--- src/rtl/txring_dma.sv ---
module txring_dma #(
  parameter int AW = 32,
  parameter int LW = 16
) (
  input  logic          clk,
  input  logic          rst_n,
  input  logic          tx_en,
  input  logic          poll,
  input  logic [AW-1:0] list_base,
  output logic [AW-1:0] cur_desc,
  output logic          mem_req,
  output logic          mem_we,
  output logic [AW-1:0] mem_addr,
  output logic [31:0]   mem_wdata,
  input  logic [31:0]   mem_rdata,
  input  logic          mem_ack,
  input  logic          mem_err,
  output logic          tx_valid,
  input  logic          tx_ready,
  output logic [7:0]    tx_data,
  output logic          tx_last,
  output logic          st_txcp,
  output logic          st_txintr,
  output logic          st_tdu,
  output logic          st_txberr
);

  localparam int OWN_BIT  = 31;
  localparam int IEN_BIT  = 2;
  localparam int DONE_BIT = 19;
  localparam int INT_BIT  = 16;

  typedef enum logic [3:0] {
    S_IDLE, S_FLAGS, S_BUF, S_LEN, S_NEXT, S_DRD, S_STRM, S_WST, S_WFL
  } state_t;

  state_t        state;
  logic [AW-1:0] cur, bufa, nxt, waddr;
  logic [31:0]   flags, stlen, word;
  logic [1:0]    lane;
  logic [LW-1:0] remain;

  wire ok_ack  = mem_ack && !mem_err;
  wire bad_ack = mem_ack && mem_err;

  always_ff @(posedge clk or negedge rst_n) begin
    if (!rst_n) begin
      state  <= S_IDLE;
      cur    <= '1;
      bufa   <= '0;
      nxt    <= '0;
      waddr  <= '0;
      flags  <= '0;
      stlen  <= '0;
      word   <= '0;
      lane   <= '0;
      remain <= '0;
    end else if (mem_req && bad_ack) begin
      state <= S_IDLE;
    end else begin
      case (state)
        S_IDLE: if (tx_en && poll) begin
          if (&cur) cur <= list_base;
          state <= S_FLAGS;
        end
        S_FLAGS: if (ok_ack) begin
          flags <= mem_rdata;
          state <= mem_rdata[OWN_BIT] ? S_BUF : S_IDLE;
        end
        S_BUF: if (ok_ack) begin
          bufa  <= mem_rdata[AW-1:0];
          state <= S_LEN;
        end
        S_LEN: if (ok_ack) begin
          stlen  <= mem_rdata;
          remain <= mem_rdata[LW-1:0];
          state  <= S_NEXT;
        end
        S_NEXT: if (ok_ack) begin
          nxt   <= mem_rdata[AW-1:0];
          waddr <= {bufa[AW-1:2], 2'b00};
          lane  <= bufa[1:0];
          state <= (remain == '0) ? S_WST : S_DRD;
        end
        S_DRD: if (ok_ack) begin
          word  <= mem_rdata;
          state <= S_STRM;
        end
        S_STRM: if (tx_ready) begin
          remain <= remain - 1'b1;
          lane   <= lane + 2'd1;
          if (remain == LW'(1)) state <= S_WST;
          else if (lane == 2'd3) begin
            waddr <= waddr + AW'(4);
            state <= S_DRD;
          end
        end
        S_WST: if (ok_ack) state <= S_WFL;
        S_WFL: if (ok_ack) begin
          cur   <= nxt;
          state <= tx_en ? S_FLAGS : S_IDLE;
        end
        default: state <= S_IDLE;
      endcase
    end
  end

  assign cur_desc = cur;
  assign mem_req  = state inside {S_FLAGS, S_BUF, S_LEN, S_NEXT, S_DRD, S_WST, S_WFL};
  assign mem_we   = (state == S_WST) || (state == S_WFL);

  always_comb begin
    case (state)
      S_BUF:   mem_addr = cur + AW'(4);
      S_LEN:   mem_addr = cur + AW'(8);
      S_NEXT:  mem_addr = cur + AW'(12);
      S_DRD:   mem_addr = waddr;
      S_WST:   mem_addr = cur + AW'(8);
      default: mem_addr = cur;
    endcase
  end

  always_comb begin
    mem_wdata = '0;
    if (state == S_WST) begin
      mem_wdata = stlen;
      mem_wdata[DONE_BIT] = 1'b1;
      if (flags[IEN_BIT]) mem_wdata[INT_BIT] = 1'b1;
    end else if (state == S_WFL) begin
      mem_wdata = flags;
      mem_wdata[OWN_BIT] = 1'b0;
    end
  end

  assign tx_valid  = (state == S_STRM);
  assign tx_data   = word[{lane, 3'b000} +: 8];
  assign tx_last   = (state == S_STRM) && (remain == LW'(1));

  assign st_txcp   = (state == S_WFL) && ok_ack;
  assign st_txintr = st_txcp;
  assign st_tdu    = (state == S_FLAGS) && ok_ack && !mem_rdata[OWN_BIT];
  assign st_txberr = mem_req && bad_ack;


  byte_hold_chk: assert property (@(posedge clk) disable iff (!rst_n)
    tx_valid && !tx_ready |=> tx_valid && $stable(tx_data) && $stable(tx_last));


  mem_hold_chk: assert property (@(posedge clk) disable iff (!rst_n)
    mem_req && !mem_ack |=> mem_req && $stable(mem_addr) && $stable(mem_we) && $stable(mem_wdata));


  tdu_halt_chk: assert property (@(posedge clk) disable iff (!rst_n)
    st_tdu |=> !mem_req && !tx_valid && $stable(cur_desc));


  berr_halt_chk: assert property (@(posedge clk) disable iff (!rst_n)
    st_txberr |=> !mem_req && !tx_valid && $stable(cur_desc));


  done_write_chk: assert property (@(posedge clk) disable iff (!rst_n)
    st_txcp |-> mem_we && mem_ack && !mem_wdata[OWN_BIT]);


  last_end_chk: assert property (@(posedge clk) disable iff (!rst_n)
    tx_valid && tx_ready && tx_last |=> !tx_valid);


  one_event_chk: assert property (@(posedge clk) disable iff (!rst_n)
    $onehot0({st_txcp, st_tdu, st_txberr}));

endmodule

--- config.mk ---
export PLATFORM = sky130hd
export DESIGN_NAME = txring_dma
export DESIGN_NICKNAME = d
export VERILOG_FILES = /design/src/rtl/txring_dma.sv
export SDC_FILE = /design/constraint.sdc
export NUM_CORES = 1
export LEC_CHECK = 0
export ABC_AREA = 1
export BUFFER_PORTS_ARGS = -buffer_cell sky130_fd_sc_hd__buf_2
export CAP_MARGIN = 20
export CORE_MARGIN = 2
export CORE_UTILIZATION = 60
export DETAILED_ROUTE_END_ITERATION = 12
export GPL_TIMING_DRIVEN = 1
export PLACE_DENSITY = 0.82
export SYNTH_ARGS = -nofsm -noshare
export SYNTH_HDL_FRONTEND = slang
export SYNTH_SLANG_ARGS = --single-unit
export TNS_END_PERCENT = 5
--- constraint.sdc ---
create_clock -name clk -period 2.76 [get_ports clk]
set_input_delay 0 -clock clk [delete_from_list [all_inputs] [get_ports clk]]
set_output_delay 0 -clock clk [all_outputs]
set_load 0.02 [all_outputs]
======== Yosys cells after proc, flatten, opt, wreduce, memory -nomap -nowiden ========
Cells that the tools add are included.
word-level totals
  flip-flop bits (word level) ............. 245
  output and inout port bits .............. 112
  logic and storage cells ................. 110
operators by class
  $add $sub $neg .......................... 6
  eq/ne operators ......................... 28
  shift-type cells ........................ 1
  mux-type cells .......................... 35
  bitwise operators ....................... 1
  reductions and logical operators ........ 29
operator list
  operator                                                               count
  32-bit two-way mux                                                     8
  32-bit case mux with 2 select lines                                    2
  32-bit case mux with 4 select lines                                    1
  32-bit by 3-bit adder with 32-bit output (second input constant)       2
  32-bit by 4-bit adder with 32-bit output (second input constant)       2
  4-bit two-way mux                                                      12
  4-bit case mux with 9 select lines                                     1
  16-bit two-way mux                                                     2
  16-bit case mux with 2 select lines                                    1
  32-bit AND reduction                                                   1
  32-bit by 6-bit variable part select with 8-bit output                 1
  31-bit two-way mux                                                     1
  3-bit inequality test (second input constant)                          8
  16-bit by 1-bit == test with 1-bit output (second input constant)      1
  4-bit by 3-bit == test with 1-bit output (second input constant)       4
  16-bit logical NOT                                                     1
  16-bit by 1-bit subtractor with 16-bit output (second input constant)  1
  3-bit AND reduction                                                    5
  2-bit inequality test (second input constant)                          6
  10-bit AND reduction                                                   1
  4-bit by 2-bit == test with 1-bit output (second input constant)       2
  1-bit logical AND                                                      8
  2-bit two-way mux                                                      4
  4-bit AND reduction                                                    2
  18 further kinds                                                       23

======== Depth between registers and ports, before layout ========
Gate-level depths: netlist of run 1.
  depth after elaboration ................. 6
  mapped depth ............................ 16
  depth with buffers taken out ............ 16

======== Worst setup path before layout of run 1 ========
Ideal clock, no wire load.
  path kind ............................... reg2out
  from .................................... register state[1]
  to ...................................... output mem_addr[18]
  data arrival time ....................... 1.918 ns
  path slack .............................. 0.842 ns
  stages on the path, launching flop included .. 16
  cell sequence ........................... dfrtp_1 > buf_2 > nor2_4 > nand2_1 > nand2_1 > nand2_1 > inv_1 > ha_1 > inv_1 > nand2_2 > nand2_1 > nor2_2 > inv_1 > o21ai_1 > nand3_1 > nand3b_1
on the way
  word-level cells in the longest chain between the ends .. 3
RTL lines
  item                                                                                                         RTL line  text
  start, declared                                                                                              37        state_t state;
  start signal, assigned                                                                                       68        state <= mem_rdata[OWN_BIT] ? S_BUF : S_IDLE;
  start signal, assigned                                                                                       83        state <= (remain == '0) ? S_WST : S_DRD;
  start signal, assigned                                                                                       101       state <= tx_en ? S_FLAGS : S_IDLE;
  4-bit by 2-bit == test with 1-bit output / 4-bit by 3-bit == test with 1-bit output (equally long branches)  113       case (state)
  2-bit OR reduction (no source line)                                                                          n/a
  32-bit case mux with 4 select lines *                                                                        113
  end, declared                                                                                                13        output logic [AW-1:0] mem_addr,
Every way passes the cells marked *; elsewhere a longest branch is shown, timed or not.

======== Worst setup path in the final report of run 1 ========
  from .................................... register state[1]
  to ...................................... output mem_addr[16]
The elaborated chain is that of the path after synthesis.

==> run metrics, run 1 <==
Synthesis Warnings 0; CP Max Fanout 26; Worst EP arrival 2.78 ns; Site Rows 55; Core Region around 0.023 mm2; Final WS setup -0.02229 ns; drt drc 0; min-delay worst type in -> async; Reg2Reg Depth 7; 1st-iter DRT viols 1819; final hold vios 0; CTS Buf Count 26; buffers added on ports 182; post-synth cell types between 40 and 50; Area contributors post-synth dfrtp_1, nand2_1, o21ai_0; Routed WL per cell 19.90 um; Avg Synthesized Cell Area 7.168 um2; maximum VDD drop 0.0009104 V; Area Growth Syn to Fin 20.51%; status complete, but fails checks; post-route ant nets 0; initial antenna violation count 2; Chip Height ~160 um; htree depth 1; Post-DP Area between 0.015 and 0.02 mm2; Clock Skews 0.02655 ns; layout cells sized above 1 17.24%; root buf cell clkbuf_16; WL final 49780 um; drt via density 6.034; Crit Path Class reg -> out; Die Wd 156.6 um; CP startpoint kind flop; Final Util 73.91%; Leak Pwr about 8 nW; RSZ-0062 raised after global routing yes; Seq/Total Area, Yosys about 44%; measured slew at the worst slew-check pin 0.6488 ns; Setup crit end kind primary output; CTS tree done; 1st-pass router iterations 6; global-route wire length before repair between 70000 and 80000 um; Worst EP required 2.76 ns; ys async rst share 100.0%; HPWL after DPL between 30000 and 40000 um; worst flop-to-flop path endpoint cur_desc[13]; slew margin rel. 56.74%; final net count ~2.2k; Synth top area share roughly 38%; highest clock rate 0.3594 GHz; io pins roughly 180; final period utilization 100.8%; most common flop cell mapped by yosys dfrtp_1; gr usage total 40.63%; initial core utilization approximately 61%; fin crit period 2.782 ns; FILL cells between 1.5k and 2k; Max-Cap Viols 0; GPL Wtd Cong a little over 1; clock buffer depth 3; total gr overflow 0; number of synthesized flops with an enable pin 0; post-synth top area cell dfrtp_1; clk_lat worst skew approximately 0.56 ns; final setup fails 1; Syn Std Cell Area between 0.01 and 0.015 mm2; Syn Inst Count 1949; CTS Sinks 242; vias in the first global route 14.26k; die area approximately 0.025 mm2; max-slew violations 0; Synth Register Bits 242; Pwr per Cell Area roughly 1000 mW/mm2; R2R setup slack roughly 0.30 ns; fin area 0.01684 mm2; largest net degree at the start of global routing 84; violated checks negative setup slack; vias 15.09k; worst r2r src cur_desc[27]; Post-Syn Nets between 2k and 2.5k; Clock transition at path regs 0.07 ns
## layer usage
layer / vias up / GRT usage [%] / wire length, um / share of wire (%)
li1: 6821 / - / - / -
met1: 7058 / 54.18 / 19040 / 38
met2: 999 / 62.51 / 22330 / 45
met3: 213 / 7.948 / 5396 / 11
met4: 0 / 22.98 / 3015 / 6.1
met5: - / 0 / 0 / 0
## cells in the mapped netlist (4+ instances only)
library cell and instances:
nand2_1 607, xor2_1 9, o2111ai_1 4, nor2_1 156
inv_2 9, o21ai_1 32, nand4_1 55, nor2_4 5
or2_2 6, o22ai_1 13, inv_1 184, nor3_1 23
buf_4 6, clkbuf_1 58, o211ai_1 5, nand3b_1 10
nand2_2 5, nor2_2 4, o21ai_0 267, dfstp_2 32
mux2_2 32, nand3_1 128, dfrtp_1 210, a21oi_1 34
buf_2 19, ha_1 7
## worst max-delay path, stage by stage, from the launching register on
cell and delay (ns):
dfrtp_2 0.49, nand2_1 0.18, nor2_1 0.10, inv_2 0.25
nand3_2 0.22, inv_2 0.46, nand2_1 0.11, o2111ai_1 0.18
buf_2 0.23
## per-stage QoR
| step | setup TNS, ns | hold WS [ns] | cells | worst slack [ns] | power [mW] |
|---|---|---|---|---|---|
| 4_1_cts | 0 | 0.02385 | 2495 | 0.005723 | 17.18 |
| 6_report | -0.02229 | 0.01712 | 2501 | -0.02229 | 17.58 |
| 3_3_place_gp | 0 | 0.03114 | 2381 | 0.4763 | 13.26 |
| 5_1_grt | -0.6117 | 0.07824 | 2501 | -0.1008 | 18.59 |
| 2_1_floorplan | 0 | -0.2956 | 1949 | 0.8418 | 11.06 |
| 3_5_place_dp | 0 | 0.03340 | 2381 | 0.4014 | 13.53 |
## where the power goes
part	switching, mW	leakage, nW	internal (mW)
sequential	1.67	3.04	5.32
combinational	4.77	4.59	2.30
clock	1.47	0.420	2.05
total	7.92	8.06	9.66
## kinds of logic (layout without fill, tap and decap cells)
group,count (synthesis),after routing,share of synthesized area [%]
compound gates,368,368,13.84
mux,33,33,2.651
buf+inv,283,521,8.114
xor+xnor,10,10,0.6269
other cells,0,1,0
simple gates,1006,1006,30.51
fa+ha+maj,7,7,0.6269
flops,242,242,43.63
## area by class of cell
type | instances | area, um2 | area share, %
Multi-Input combinational cell | 1424 | 6867 | 40.78
Timing Repair Buffer | 278 | 1873 | 11.13
Inverter | 195 | 737.0 | 4.377
Clock inverter | 5 | 78.83 | 0.4682
Antenna cell | 1 | 2.502 | 0.01486
Tap cell | 313 | 391.6 | 2.326
Sequential cell | 242 | 6101 | 36.24
Clock buffer | 43 | 785.8 | 4.667
## sequential cells by signal, indices dropped and copies added, names as in the netlist
| signal | count |
|---|---|
| state | 4 |
| flags | 31 |
| cur_desc | 32 |
| bufa | 32 |
| nxt | 32 |
| word | 32 |
| lane | 2 |
| remain | 16 |
| stlen | 31 |
| waddr | 30 |
## cell usage in the layout, fill, tap and decap left out, drive strengths merged, types with 43 or more instances in the layout
cell | Yosys | layout
o21ai | 300 | 300
nand2 | 613 | 613
dfrtp | 210 | 210
dlygate4sd3 | 0 | 68
nand4 | 55 | 55
nor2 | 165 | 165
nand3 | 130 | 130
inv | 194 | 195
clkbuf | 58 | 43
buf | 30 | 210
## timing repair
action,4_1_cts,5_1_grt
setup buffers,0,3
endpoints found under the hold margin,340,3
pin swaps,1,4
resized for setup,8,32
endpoints found under the setup margin,13,30
hold buffers,66,2
## how the worst max path moves through the flow
stage                        start      endpoint  slack (ns)  depth (start not counted)
after floorplan           state[1]  mem_addr[18]        0.84                         15
after detailed placement  state[1]  mem_addr[10]        0.40                         15
final                     state[1]  mem_addr[16]       -0.02                          8
after CTS                 state[3]  mem_addr[12]       0.006                         15
after global placement    state[1]  mem_addr[18]        0.48                         15
after global routing      state[1]  mem_addr[16]       -0.10                          8
(Power assumes the default switching activity.)
==> run 2: changes to the inputs <==
Settings changed: RECOVER_POWER set to 50.
==> run metrics, run 2 (synthesis results as in run 1) <==
Max-Cap Viols 1 (+1); initial core utilization 61.33% (unchanged); CTS tree done; Pwr per Cell Area 1044 mW/mm2 (about the same); drt drc 0 (unchanged); min-delay worst type in -> reg; Final WS setup -0.02435 ns (-0.002064 ns); fin area 0.01681 mm2 (-0.16%); total gr overflow 0 (unchanged); Core Region 0.02278 mm2 (unchanged); gr usage total 40.63% (unchanged); largest net degree at the start of global routing 84 (unchanged); worst r2r src cur_desc[27]; Internal Pwr Total 9.624 mW (-0.38%); CP startpoint kind flop; highest clock rate 0.3592 GHz (about the same); max incr delay on CP 0.49 ns (about the same); final net count 2245 (unchanged); 1st-pass router iterations 6 (unchanged); sequence of cells on the critical path nand2_1, nor2_1, inv_2, nand3_2, inv_2, nand2_1, o2111ai_1, buf_2; Chip Height 156.6 um (unchanged); non-filler cells, final 2501 (unchanged); initial antenna violation count 2 (unchanged); CTS Buf Count 26 (unchanged); clk_lat worst skew 0.56 ns (about the same); commonest cells after routing, fill and taps aside nand2_1, o21ai_0, dfrtp_1, inv_1, buf_2; slew margin rel. -41.23% (-98 points); Reg2Reg Depth 7 (unchanged); Post-DP Area 0.01514 mm2 (unchanged); Crit Path Class reg -> out; final hold vios 0 (unchanged); HPWL after DPL 33880 um (unchanged); worst flop-to-flop path endpoint cur_desc[11]; die area 0.02452 mm2 (unchanged); Clock Power Share 20.1% (about the same); Routed WL per cell 19.91 um (about the same); Die Wd 156.6 um (unchanged); status complete, but fails checks; RSZ-0062 raised after global routing yes; FILL cells 1746 (+0.40%); cell total after placement 2381 (unchanged); maximum VDD drop 0.0009119 V (+0.16%); Area Growth Syn to Fin 20.32%; violated checks max-capacitance violations, max-slew violations, negative setup slack; switching power 7.923 mW (about the same); worst hold path endpoint lane[1]; combinational share of power 40.2% (about the same); R2R setup slack 0.19 ns (-0.11 ns); Worst EP arrival 2.78 ns (about the same); buffers added on ports 182 (unchanged); fin crit period 2.784 ns (+0.002064 ns); global-route wire length before repair 76770 um (unchanged); GPL Wtd Cong 1.037 (unchanged); clock buffer depth 3 (unchanged); drt via density 6.008 (-0.44%); 1st-iter DRT viols 1802 (-0.93%); Leak Pwr 8.027 nW (-0.36%); Worst EP required 2.76 ns (about the same); CTS Sinks 242 (unchanged); final period utilization 100.9% (about the same); Setup crit end kind primary output; layout cells sized above 1 16.46% (-0.78 points); measured slew at the worst slew-check pin 2.118 ns (+1.470 ns); vias in the first global route 14.26k (unchanged); WL final 49790 um (about the same); htree depth 1 (unchanged); sw frac 45.15% (+0.10 points); max-slew violations 82 (+82); commonest non-fill, non-tap cell in the layout nand2_1; Reg power frac 39.7% (about the same); io pins 183 (unchanged); final setup fails 1 (unchanged); critical path's slowest cell dfrtp_2; vias 15.03k (-0.44%); CP Max Fanout 26 (unchanged); post-route ant nets 0 (unchanged); setup TNS -0.02435 ns (-0.002064 ns); hold path cells 4; root buf cell clkbuf_16; hold path startpoint tx_ready; Site Rows 55 (unchanged); Clock Skews 0.02810 ns (+0.001549 ns); Clock transition at path regs 0.07 ns (about the same)
run 2: critical path: cells and delay by family (launching register included):
| kind | cells | cell delay [ns] |
|---|---|---|
| AO/OA/AOI/OAI | 1 | 0.19 |
| buffers and inverters | 3 | 0.93 |
| flip-flops | 1 | 0.49 |
| AND/OR/NAND/NOR | 4 | 0.60 |
run 2: repair_timing:
item                                   CTS  global route
resized for setup                        8            32
pin swaps                                1             4
setup buffers                            0             3
setup endpoints to repair               13            30
hold buffers                            66             2
endpoints found under the hold margin  340             3
run 2: area by class of cell:
class                      instances  area, um2  area share (%)
sequential                       242       6101           36.29
inverter                         195      737.0           4.384
clock inverter                     5      78.83          0.4689
tap                              313      391.6           2.330
clock buffer                      43      785.8           4.674
multi-input combinational       1424       6864           40.83
timing repair buffer             278       1849           11.00
antenna                            1      2.502         0.01489
run 2: through the flow:
stage          total power, mW  utilization, %  hold WS (ns)  worst slack, ns
2_1_floorplan            11.06               -       -0.2956           0.8418
3_5_place_dp             13.53           66.48       0.03340           0.4014
6_report                 17.55           73.80       0.03859         -0.02435
5_1_grt                  18.55           73.80        0.1142          -0.1008
3_3_place_gp             13.26           66.48       0.03114           0.4763
4_1_cts                  17.18           73.25       0.02385         0.005723
run 2: how the worst max path moves through the flow:
stage	end	startpoint	cells after the start	slack [ns]
after CTS	mem_addr[12]	state[3]	15	0.006
final	mem_addr[16]	state[1]	8	-0.02
after global routing	mem_addr[16]	state[1]	8	-0.10
after global placement	mem_addr[18]	state[1]	15	0.48
after detailed placement	mem_addr[10]	state[1]	15	0.40
after floorplan	mem_addr[18]	state[1]	15	0.84
run 2: power by group through the flow:
stage | registers (mW) | clock network, mW | logic (mW)
final | 6.97 | 3.52 | 7.05
after global placement | 6.83 | 0 | 6.43
after floorplan | 6.54 | 0 | 4.52
after global routing | 7.10 | 3.67 | 7.78
after detailed placement | 6.89 | 0 | 6.65
after CTS | 6.86 | 3.51 | 6.80
run 2: per-layer routing:
metal	part of all wire [%]	routed length (um)	track usage (%)
met1	38	19160	54.18
met3	11	5287	7.948
met4	6.1	3036	22.98
met5	0	0	0
met2	45	22310	62.51
